**config.mk**
```make
export PLATFORM = sky130hd
export DESIGN_NAME = mem_lane_unit
export DESIGN_NICKNAME = d
export VERILOG_FILES = /design/src/rtl/lsu_pkg.sv /design/src/rtl/lsu_align_check.sv /design/src/rtl/lsu_store_lanes.sv /design/src/rtl/lsu_load_extract.sv /design/src/rtl/lsu_bus_ctrl.sv /design/src/rtl/mem_lane_unit.sv
export SDC_FILE = /design/constraint.sdc
export NUM_CORES = 1
export LEC_CHECK = 0
export BUFFER_PORTS_ARGS = -buffer_cell sky130_fd_sc_hd__clkbuf_2
export CORE_MARGIN = 2
export CORE_UTILIZATION = 42
export CTS_CLUSTER_DIAMETER = 60
export DETAILED_ROUTE_END_ITERATION = 10
export PLACE_DENSITY = 0.76
export SYNTH_ARGS = -nofsm -noshare
export SYNTH_HDL_FRONTEND = slang
export SYNTH_SLANG_ARGS = --single-unit
```
**constraint.sdc**
```tcl
create_clock -name clk -period 1.4 [get_ports clk]
set_input_delay 0.14 -clock clk [delete_from_list [all_inputs] [get_ports clk]]
set_output_delay 0.14 -clock clk [all_outputs]
set_load 0.01 [all_outputs]
```
**src/rtl/lsu_pkg.sv**
```systemverilog
package lsu_pkg;
  localparam int WORD_W = 32;
  localparam int LANES  = WORD_W / 8;
  localparam int OFS_W  = $clog2(LANES);

  typedef enum logic [1:0] {
    SZ_BYTE = 2'd0,
    SZ_HALF = 2'd1,
    SZ_WORD = 2'd2,
    SZ_RSVD = 2'd3
  } acc_size_e;

  typedef struct packed {
    logic             we;
    acc_size_e        size;
    logic             zext;
    logic [OFS_W-1:0] ofs;
  } acc_ctx_t;
endpackage

```
**src/rtl/lsu_align_check.sv**
```systemverilog
module lsu_align_check
  import lsu_pkg::*;
(
  input  acc_size_e        size,
  input  logic [OFS_W-1:0] ofs,
  output logic             fault
);
  always_comb begin
    unique case (size)
      SZ_BYTE: fault = 1'b0;
      SZ_HALF: fault = ofs[0];
      SZ_WORD: fault = |ofs;
      default: fault = 1'b1;
    endcase
  end
endmodule

```
**src/rtl/lsu_store_lanes.sv**
```systemverilog
module lsu_store_lanes
  import lsu_pkg::*;
(
  input  logic              we,
  input  acc_size_e         size,
  input  logic [OFS_W-1:0]  ofs,
  input  logic [WORD_W-1:0] data,
  output logic [WORD_W-1:0] lane_data,
  output logic [LANES-1:0]  lane_strb
);
  for (genvar i = 0; i < LANES; i++) begin : g_lane
    localparam logic [OFS_W-1:0] LI = OFS_W'(i);
    localparam int HI = i % 2;
    logic [7:0] byte_v;
    logic       hit;

    always_comb begin
      unique case (size)
        SZ_BYTE: begin
          byte_v = data[7:0];
          hit    = (ofs == LI);
        end
        SZ_HALF: begin
          byte_v = data[8*HI +: 8];
          hit    = (ofs[OFS_W-1] == LI[OFS_W-1]);
        end
        default: begin
          byte_v = data[8*i +: 8];
          hit    = 1'b1;
        end
      endcase
    end

    assign lane_data[8*i +: 8] = we ? byte_v : 8'h00;
    assign lane_strb[i]        = we & hit;
  end
endmodule

```
**src/rtl/lsu_load_extract.sv**
```systemverilog
module lsu_load_extract
  import lsu_pkg::*;
(
  input  acc_size_e         size,
  input  logic              zext,
  input  logic [OFS_W-1:0]  ofs,
  input  logic [WORD_W-1:0] rdata,
  output logic [WORD_W-1:0] value
);
  localparam int HALF_W = WORD_W / 2;

  logic [7:0]        sel_b;
  logic [HALF_W-1:0] sel_h;
  logic              sgn_b;
  logic              sgn_h;

  always_comb begin
    sel_b = rdata[8*ofs +: 8];
    sel_h = ofs[OFS_W-1] ? rdata[WORD_W-1:HALF_W] : rdata[HALF_W-1:0];
    sgn_b = ~zext & sel_b[7];
    sgn_h = ~zext & sel_h[HALF_W-1];
    unique case (size)
      SZ_BYTE: value = {{(WORD_W-8){sgn_b}}, sel_b};
      SZ_HALF: value = {{(WORD_W-HALF_W){sgn_h}}, sel_h};
      default: value = rdata;
    endcase
  end
endmodule

```
**src/rtl/lsu_bus_ctrl.sv**
```systemverilog
module lsu_bus_ctrl
  import lsu_pkg::*;
#(
  parameter int ADDR_W = 32
) (
  input  logic              clk,
  input  logic              rst,
  input  logic              req_valid,
  output logic              req_ready,
  input  logic              fault,
  input  acc_ctx_t          ctx_in,
  input  logic [ADDR_W-1:0] addr_in,
  input  logic [WORD_W-1:0] wdata_in,
  input  logic [LANES-1:0]  strb_in,
  output logic              bus_valid,
  input  logic              bus_ready,
  output logic              bus_we,
  output logic [ADDR_W-1:0] bus_addr,
  output logic [WORD_W-1:0] bus_wdata,
  output logic [LANES-1:0]  bus_strb,
  output acc_ctx_t          ctx_q,
  input  logic [WORD_W-1:0] load_val,
  output logic              rsp_valid,
  output logic [WORD_W-1:0] rsp_rdata,
  output logic              rsp_misalign
);
  logic pend_q;
  logic accept;
  logic hs;

  assign req_ready = ~pend_q;
  assign accept    = req_valid & ~pend_q;
  assign hs        = pend_q & bus_ready;

  always_ff @(posedge clk) begin
    if (rst) begin
      pend_q       <= 1'b0;
      rsp_valid    <= 1'b0;
      rsp_misalign <= 1'b0;
      rsp_rdata    <= '0;
      bus_addr     <= '0;
      bus_wdata    <= '0;
      bus_strb     <= '0;
      ctx_q        <= '0;
    end else begin
      rsp_valid    <= 1'b0;
      rsp_misalign <= 1'b0;
      if (hs) begin
        pend_q    <= 1'b0;
        rsp_valid <= 1'b1;
        rsp_rdata <= ctx_q.we ? '0 : load_val;
      end
      if (accept) begin
        if (fault) begin
          rsp_valid    <= 1'b1;
          rsp_misalign <= 1'b1;
          rsp_rdata    <= '0;
        end else begin
          pend_q    <= 1'b1;
          bus_addr  <= addr_in;
          bus_wdata <= wdata_in;
          bus_strb  <= strb_in;
          ctx_q     <= ctx_in;
        end
      end
    end
  end

  assign bus_valid = pend_q;
  assign bus_we    = ctx_q.we;
endmodule

```
**src/rtl/mem_lane_unit.sv**
```systemverilog
module mem_lane_unit
  import lsu_pkg::*;
#(
  parameter int ADDR_W = 32
) (
  input  logic              clk,
  input  logic              rst,
  input  logic              req_valid,
  output logic              req_ready,
  input  logic              req_write,
  input  logic [1:0]        req_size,
  input  logic              req_zext,
  input  logic [ADDR_W-1:0] req_addr,
  input  logic [31:0]       req_wdata,
  output logic              rsp_valid,
  output logic [31:0]       rsp_rdata,
  output logic              rsp_misalign,
  output logic              busy,
  output logic              bus_valid,
  input  logic              bus_ready,
  output logic              bus_we,
  output logic [ADDR_W-1:0] bus_addr,
  output logic [31:0]       bus_wdata,
  output logic [3:0]        bus_strb,
  input  logic [31:0]       bus_rdata
);
  acc_ctx_t          ctx_in;
  acc_ctx_t          ctx_q;
  logic              fault;
  logic [ADDR_W-1:0] addr_word;
  logic [WORD_W-1:0] lane_data;
  logic [LANES-1:0]  lane_strb;
  logic [WORD_W-1:0] load_val;

  assign ctx_in.we   = req_write;
  assign ctx_in.size = acc_size_e'(req_size);
  assign ctx_in.zext = req_zext;
  assign ctx_in.ofs  = req_addr[OFS_W-1:0];
  assign addr_word   = {req_addr[ADDR_W-1:OFS_W], {OFS_W{1'b0}}};

  lsu_align_check u_align (
    .size  (ctx_in.size),
    .ofs   (ctx_in.ofs),
    .fault (fault)
  );

  lsu_store_lanes u_store (
    .we        (req_write),
    .size      (ctx_in.size),
    .ofs       (ctx_in.ofs),
    .data      (req_wdata),
    .lane_data (lane_data),
    .lane_strb (lane_strb)
  );

  lsu_load_extract u_load (
    .size  (ctx_q.size),
    .zext  (ctx_q.zext),
    .ofs   (ctx_q.ofs),
    .rdata (bus_rdata),
    .value (load_val)
  );

  lsu_bus_ctrl #(.ADDR_W(ADDR_W)) u_ctrl (
    .clk          (clk),
    .rst          (rst),
    .req_valid    (req_valid),
    .req_ready    (req_ready),
    .fault        (fault),
    .ctx_in       (ctx_in),
    .addr_in      (addr_word),
    .wdata_in     (lane_data),
    .strb_in      (lane_strb),
    .bus_valid    (bus_valid),
    .bus_ready    (bus_ready),
    .bus_we       (bus_we),
    .bus_addr     (bus_addr),
    .bus_wdata    (bus_wdata),
    .bus_strb     (bus_strb),
    .ctx_q        (ctx_q),
    .load_val     (load_val),
    .rsp_valid    (rsp_valid),
    .rsp_rdata    (rsp_rdata),
    .rsp_misalign (rsp_misalign)
  );

  assign busy = bus_valid;
endmodule

```
==> flow_summary_export.csv, run 1 <==
group,metric,value,unit
sta,fin_skew,0.00519,ns
sta,worst_pin_slew,0.510,ns
critical_path,end_kind,"flop",
sta,period_needed,1.53,ns
synthesis,synth_compound_area_frac,0.254,
drt,firstDrtPassIters,4,
flow_run,cap_viol_max_count,0,
synthesis,synth_fa_ha_area_frac,0,
cells_and_area,final_area,7270,µm²
global_route,grt_start_max_net_pins,33,
run_status,violations,"negative setup slack",
clock_network,cts_tree,"yes",
critical_path,crit_path_start_kind,"flop",
drt,drcViolationCount,0,
drt,routedWlPerCell,19.3,µm
global_route,grt_busiest_layer,"met2",
place,gp_congestion,0.848,
run_status,outcome,"finished with violations",
sta,slew_headroom,0.659,
critical_path,arrival,1.84,ns
synthesis,avgSynthCellArea,9.48,µm²
clock_network,h-tree-depth,3,
critical_path,path_cells,"buf_6, and2b_1, o21a_4, buf_6, clkbuf_16, nand2_1, a21oi_2",
synthesis,yosysUniqueCellTypes,51,
synthesis,synth_ff_type,"dfxtp_1",
synthesis,synth_seq_area_share,0.475,
clock_network,cts_made_buffers,9,
synthesis,yosysWarningCount,0,
drt,drtAntennaViolNets,0,
sta,drv_slew,0,
place,placed_cell_area,5860,µm²
critical_path,critPathSlowestCell,"dfxtp_4",
drt,routed_wl,17100,µm
pwr,irDropWorstVdd,593,µV
cells_and_area,layout-drive-gt1-share,0.519,
global_route,use_met3,0.0738,
critical_path,slowest_delay,0.37,ns
global_route,grt.total_usage,0.247,
sta,max_clock_freq,652,MHz
sta,rsz0062_at_grt,"true",
pwr,power.density,990,nW/µm²
synthesis,synth_top_family_by_area,"compound AO/OA/AOI/OAI gates",
sta,period_share,1.09,
pwr,leakage,0.00326,µW
synthesis,synth.area.top_cells,"dfxtp_1 47%, o2bb2ai_1 8.5%, nand2_1 7.1%",
sta,layout_setup_ws,-0.133,ns
global_route,grt_pass1_wl,22300,µm
synthesis,synth.area.mux_share,0.0804,
critical_path,path_delay_family,"buffers and inverters",
synthesis,synthCells,476,
clock_network,clockBufferDepth,2,
global_route,grt_antenna_before_repair,1,
floorplan,dieArea,11600,µm²
critical_path,critPathRequiredTime,1.71,ns
global_route,met2_usage,0.420,
critical_path,crit_path_frequent_cell,"buf_6",
clock_network,clock-sinks,107,
floorplan,io_pins,210,
floorplan,die_height,108,µm
cells_and_area,synthToLayoutAreaGrowth,61.3,%
global_route,first_global_vias,4577,
synthesis,synth-simple-area-share,0.136,
min_path,hp-class,"input port to flop",
place,hpwlAfterDp,10200,µm
clock_network,clk-insertion-delay-late,0.38,ns
sta,hold_ws,0.0295,ns
clock_network,root_buffer,"clkbuf_8",
drt,drt_iter0_drc,341,
floorplan,core_area,10400,µm²
floorplan,num_rows,37,
floorplan,die_x,108,µm
synthesis,ys_ff_latch,107,
critical_path,cp_num_buf_inv,3,
place,dp_worst_setup_slack,-0.145,ns
floorplan,start_util,0.435,
drt,routed-via-count,4999,
critical_path,crit_fanout,7,
clock_network,clkTransAtPathRegs,0.10,ns
global_route,grt.overflow.total,0,
cells_and_area,layout.nets,849,
synthesis,netlist_area,4510,µm²
pwr,finalPower,7200,µW
synthesis,synth_top_area_frac,0.475,
synthesis,synth-edff-count,0,
synthesis,synth_xor_area_frac,0,
sta,finalSetupViolCount,90,
synthesis,yosys.area.top_type,"dfxtp_1",
place,port_buffers,207,
drt,routed_via_density,5.63,
critical_path,critical_path_class,"flop to flop",
synthesis,synth-async-reset-ratio,0,
global_route,use_met1,0.287,
sta,finalHoldViolCount,0,
==> repair_timing <==
item                                    CTS  global route
buffers inserted                          2             9
cloned                                    1            12
hold endpoints to repair                 31             0
hold buffers                             31             0
gates resized for setup                  11           114
pin swaps                                 8            69
endpoints found under the setup margin   92           100
==> registers in the layout, summed over array words and instances (netlist names) <==
signal	count
u_ctrl.bus_addr	30
u_ctrl.bus_strb	4
u_ctrl.bus_valid	1
u_ctrl.bus_wdata	32
u_ctrl.bus_we	1
u_ctrl.ctx_q	5
u_ctrl.rsp_misalign	1
u_ctrl.rsp_rdata	32
u_ctrl.rsp_valid	1
==> cell usage in the layout (no fill, tap or decap), types with 3 or more instances in the layout <==
cell type      instances
nand2_1               53
mux2_4                 3
a221oi_1               6
and3_1                 7
o2bb2ai_2             12
buf_12                 8
a21oi_1               29
clkbuf_8              10
dlygate4sd3_1         31
mux2i_1               30
buf_6                  7
nor2b_1                7
nor2_1                 3
buf_4                 35
o21ai_0               11
clkbuf_2             207
a22o_1                16
dfxtp_1              104
a21oi_2               29
nand2_4               15
a221o_1                6
nand2_2               17
nor2_2                 3
clkbuf_16              6
inv_1                  4
bufinv_16              4
nor2_4                 4
o2bb2ai_1             31
==> final cells by class <==
cell class / instances / area (µm²)
fill: 744 / 3100
multi-input combinational: 327 / 2630
sequential: 107 / 2150
timing repair buffer: 296 / 2030
tap: 136 / 170
clock buffer: 10 / 138
clock inverter: 6 / 136
inverter: 4 / 15.0
antenna: 2 / 5.00
==> cells in the mapped netlist (all sizes together) (2+ instances only) <==
| library cell | number |
|---|---|
| dfxtp | 107 |
| nand2 | 85 |
| a21oi | 58 |
| o2bb2ai | 44 |
| mux2i | 31 |
| buf | 24 |
| clkbuf | 19 |
| a22o | 16 |
| o21ai | 15 |
| nor2b | 8 |
| and3 | 7 |
| nor2 | 7 |
| a221o | 6 |
| a221oi | 6 |
| nor3 | 5 |
| a211oi | 4 |
| inv | 4 |
| mux2 | 4 |
| nand2b | 3 |
| a211o | 2 |
| nand4 | 2 |
| nor3b | 2 |
| nor4 | 2 |
| or2 | 2 |
==> per-stage QoR <==
step           TNS, ns  cells  utilization
4_1_cts          -1.71    866        0.629
3_5_place_dp     -2.90    816        0.565
5_1_grt          -8.90    887        0.701
3_3_place_gp    -0.873    816        0.565
2_1_floorplan    -1.78    477            -
6_report         -4.31    888        0.701
==> worst register-to-register path: cells and delay by family (launching register included) <==
family / cells / cell delay (ns)
buffers and inverters: 3 / 0.40
flip-flops: 1 / 0.37
AND/OR/NAND/NOR: 2 / 0.36
AO/OA/AOI/OAI: 2 / 0.35
==> cells by family after synthesis <==
group	after synthesis
other	1
multiplexers	35
flip-flops	107
buffers and inverters	47
AO/OA/AOI/OAI	158
AND/OR/NAND/NOR	128
==> layer usage <==
| layer | share of wire | vias to the layer above |
|---|---|---|
| met2 | 0.49 | 287 |
| met1 | 0.39 | 2374 |
| met3 | 0.075 | 68 |
| met5 | 0 | - |
| met4 | 0.044 | 0 |
| li1 | - | 2270 |
==> path summary, 6_finish.rpt <==
kind                           start                   end  slack, ns  cells after the start
hold reg to reg   u_ctrl.bus_addr[2]    u_ctrl.bus_addr[2]       0.46                      2
hold / removal         req_wdata[20]  u_ctrl.bus_wdata[20]       0.03                      3
setup reg to reg    u_ctrl.bus_valid   u_ctrl.bus_addr[20]      -0.13                      7
setup / recovery    u_ctrl.bus_valid   u_ctrl.bus_addr[20]      -0.13                      7
==> where the power goes <==
part           switching [µW]  leakage, µW  internal (µW)
clock network            1100     0.000133           1420
logic                     755      0.00226            685
registers                86.4     0.000871           3160
No activity file was read; power rests on OpenSTA's default activity.
==> run 2: changes to the inputs <==
--- a/config.mk
+++ b/config.mk
@@ -14,3 +14,4 @@
 export SYNTH_ARGS = -nofsm -noshare
 export SYNTH_HDL_FRONTEND = slang
 export SYNTH_SLANG_ARGS = --single-unit
+export TNS_END_PERCENT = 5
==> flow_summary_export.csv, run 2 (synthesized netlist as in run 1, its figures left out) <==
group,metric,value,unit
run_status,outcome,"finished with violations",
run_status,violations,"negative setup slack",
sta,finalHoldViolCount,0,
sta,worst_pin_slew,0.516,ns
cells_and_area,layout_commonest_cell,"clkbuf_2",
drt,routedWlPerCell,16.5,µm
clock_network,cts_made_buffers,9,
min_path,hp-class,"input port to flop",
place,placed_cell_area,5880,µm²
place,port_buffers,207,
global_route,met2_usage,0.428,
drt,drt_iter0_drc,243,
floorplan,io_pins,210,
pwr,leakage,0.00301,µW
pwr,finalPower,6440,µW
global_route,first_global_vias,4630,
cells_and_area,layout-drive-gt1-share,0.429,
cells_and_area,reg_top3,"u_ctrl.bus_wdata (32), u_ctrl.rsp_rdata (32), u_ctrl.bus_addr (30)",
drt,firstDrtPassIters,4,
pwr,power.density,968,nW/µm²
cells_and_area,layout.nets,834,
clock_network,cts_tree,"yes",
drt,routed-via-count,4590,
drt,drcViolationCount,0,
sta,finalSetupViolCount,40,
place,hpwlAfterDp,10200,µm
floorplan,die_x,108,µm
global_route,use_met1,0.290,
place,dp_worst_setup_slack,-0.199,ns
global_route,grt_busiest_layer,"met2",
critical_path,end_kind,"flop",
clock_network,clk-insertion-delay-late,0.36,ns
clock_network,clock-sinks,107,
min_path,hold_depth,2,
sta,drv_slew,0,
min_path,hp-start,"req_wdata[6]",
cells_and_area,final_cell_mix,"207 x clkbuf_2, 103 x dfxtp_1, 85 x nand2_1, 49 x a21oi_1, 44 x o2bb2ai_1",
global_route,use_met3,0.0593,
sta,rsz0062_at_grt,"true",
drt,drtAntennaViolNets,0,
min_path,hold_end,"u_ctrl.bus_wdata[6]",
global_route,grt.total_usage,0.244,
sta,layout_setup_ws,-0.101,ns
cells_and_area,final_area,6660,µm²
clock_network,clkTransAtPathRegs,0.09,ns
global_route,grt_start_max_net_pins,38,
critical_path,crit_fanout,16,
place,gp_congestion,0.911,
cells_and_area,synthToLayoutAreaGrowth,47.6,%
global_route,grt.overflow.total,0,
clock_network,root_buffer,"clkbuf_8",
critical_path,rrSetupSlack,-0.10,ns
floorplan,start_util,0.435,
critical_path,critical_path_class,"flop to flop",
pwr,irDropWorstVdd,631,µV
floorplan,dieArea,11600,µm²
critical_path,worstReg2RegStart,"u_ctrl.ctx_q[1]",
sta,slew_headroom,0.656,
drt,routed_wl,14300,µm
clock_network,clockBufferDepth,2,
global_route,grt_antenna_before_repair,0,
critical_path,arrival,1.76,ns
sta,max_clock_freq,666,MHz
critical_path,reg2reg_to,"u_ctrl.rsp_rdata[31]",
cells_and_area,diodes,0,
critical_path,critPathRequiredTime,1.66,ns
floorplan,die_height,108,µm
sta,hold_ws,0.0440,ns
sta,fin_skew,0.00556,ns
critical_path,crit_path_start_kind,"flop",
floorplan,num_rows,37,
drt,routed_via_density,5.28,
flow_run,cap_viol_max_count,0,
critical_path,rr_worst_depth,5,
sta,period_needed,1.50,ns
cells_and_area,utilization,0.642,
clock_network,h-tree-depth,3,
floorplan,core_area,10400,µm²
global_route,grt_pass1_wl,22400,µm
sta,period_share,1.07,
run 2: cell count changes in the layout (fill, tap and decap cells not counted), moves of 3 or more:
cell,before,now
a21oi_1,29,49
a21oi_2,29,9
a221oi_1,6,2
a221oi_2,0,4
clkbuf_16,6,0
mux2i_1,30,27
nand2_1,53,85
nand2_2,17,0
nand2_4,15,0
nor2_4,4,0
o2bb2ai_1,31,44
o2bb2ai_2,12,0
run 2: what timing repair did:
item,CTS,global route
buffers inserted,6,0
hold buffers,30,1
pin swaps,19,14
hold endpoints to repair,30,1
gates resized for setup,19,26
endpoints found under the setup margin,96,99
run 2: power breakdown:
part	leakage [µW]	switching (µW)	internal (µW)	total, µW
clock	0.0000996	1010	1000	2010
combinational	0.00204	627	577	1200
sequential	0.000871	70.5	3160	3230
total	0.00301	1710	4740	6440
run 2: worst max path at each step:
| stage | from | end | slack [ns] | cells after the start |
|---|---|---|---|---|
| 3_5_place_dp | u_ctrl.bus_valid | u_ctrl.rsp_rdata[2] | -0.20 | 5 |
| 6_report | u_ctrl.ctx_q[1] | u_ctrl.rsp_rdata[31] | -0.10 | 5 |
| 5_1_grt | u_ctrl.ctx_q[1] | u_ctrl.rsp_rdata[31] | -0.15 | 5 |
| 3_3_place_gp | u_ctrl.bus_valid | u_ctrl.rsp_rdata[1] | -0.14 | 5 |
| 4_1_cts | u_ctrl.ctx_q[1] | u_ctrl.rsp_rdata[31] | -0.1 | 5 |
| 2_1_floorplan | u_ctrl.bus_valid | u_ctrl.rsp_rdata[10] | -0.12 | 4 |
run 2: area by class of cell:
type | instances | area (µm²)
flip-flops and latches | 107 | 2150
clock buffers | 11 | 131
well taps | 136 | 170
fillers | 863 | 3710
inverters | 4 | 15.0
multi-input cells | 323 | 2310
repair buffers | 285 | 1810
clock inverters | 4 | 76.3
run 2: per-layer routing:
metal | vias to the layer above | share of wire
met5 | - | 0
met1 | 2157 | 0.41
li1 | 2222 | -
met4 | 0 | 0.017
met3 | 21 | 0.068
met2 | 190 | 0.51
run 2: per-stage QoR:
| step | setup TNS [ns] | instances |
|---|---|---|
| 6_report | -2.07 | 870 |
| 5_1_grt | -6.10 | 870 |
| 4_1_cts | -2.36 | 869 |
| 3_5_place_dp | -9.16 | 818 |
| 3_3_place_gp | -4.98 | 818 |
| 2_1_floorplan | -3.92 | 477 |
run 2: worst max-delay path: stages, from the launching register on:
cell	delay, ns
dfxtp_4	0.38
mux2_4	0.33
mux2_4	0.30
o21ai_4	0.15
buf_12	0.15
o2bb2ai_1	0.08
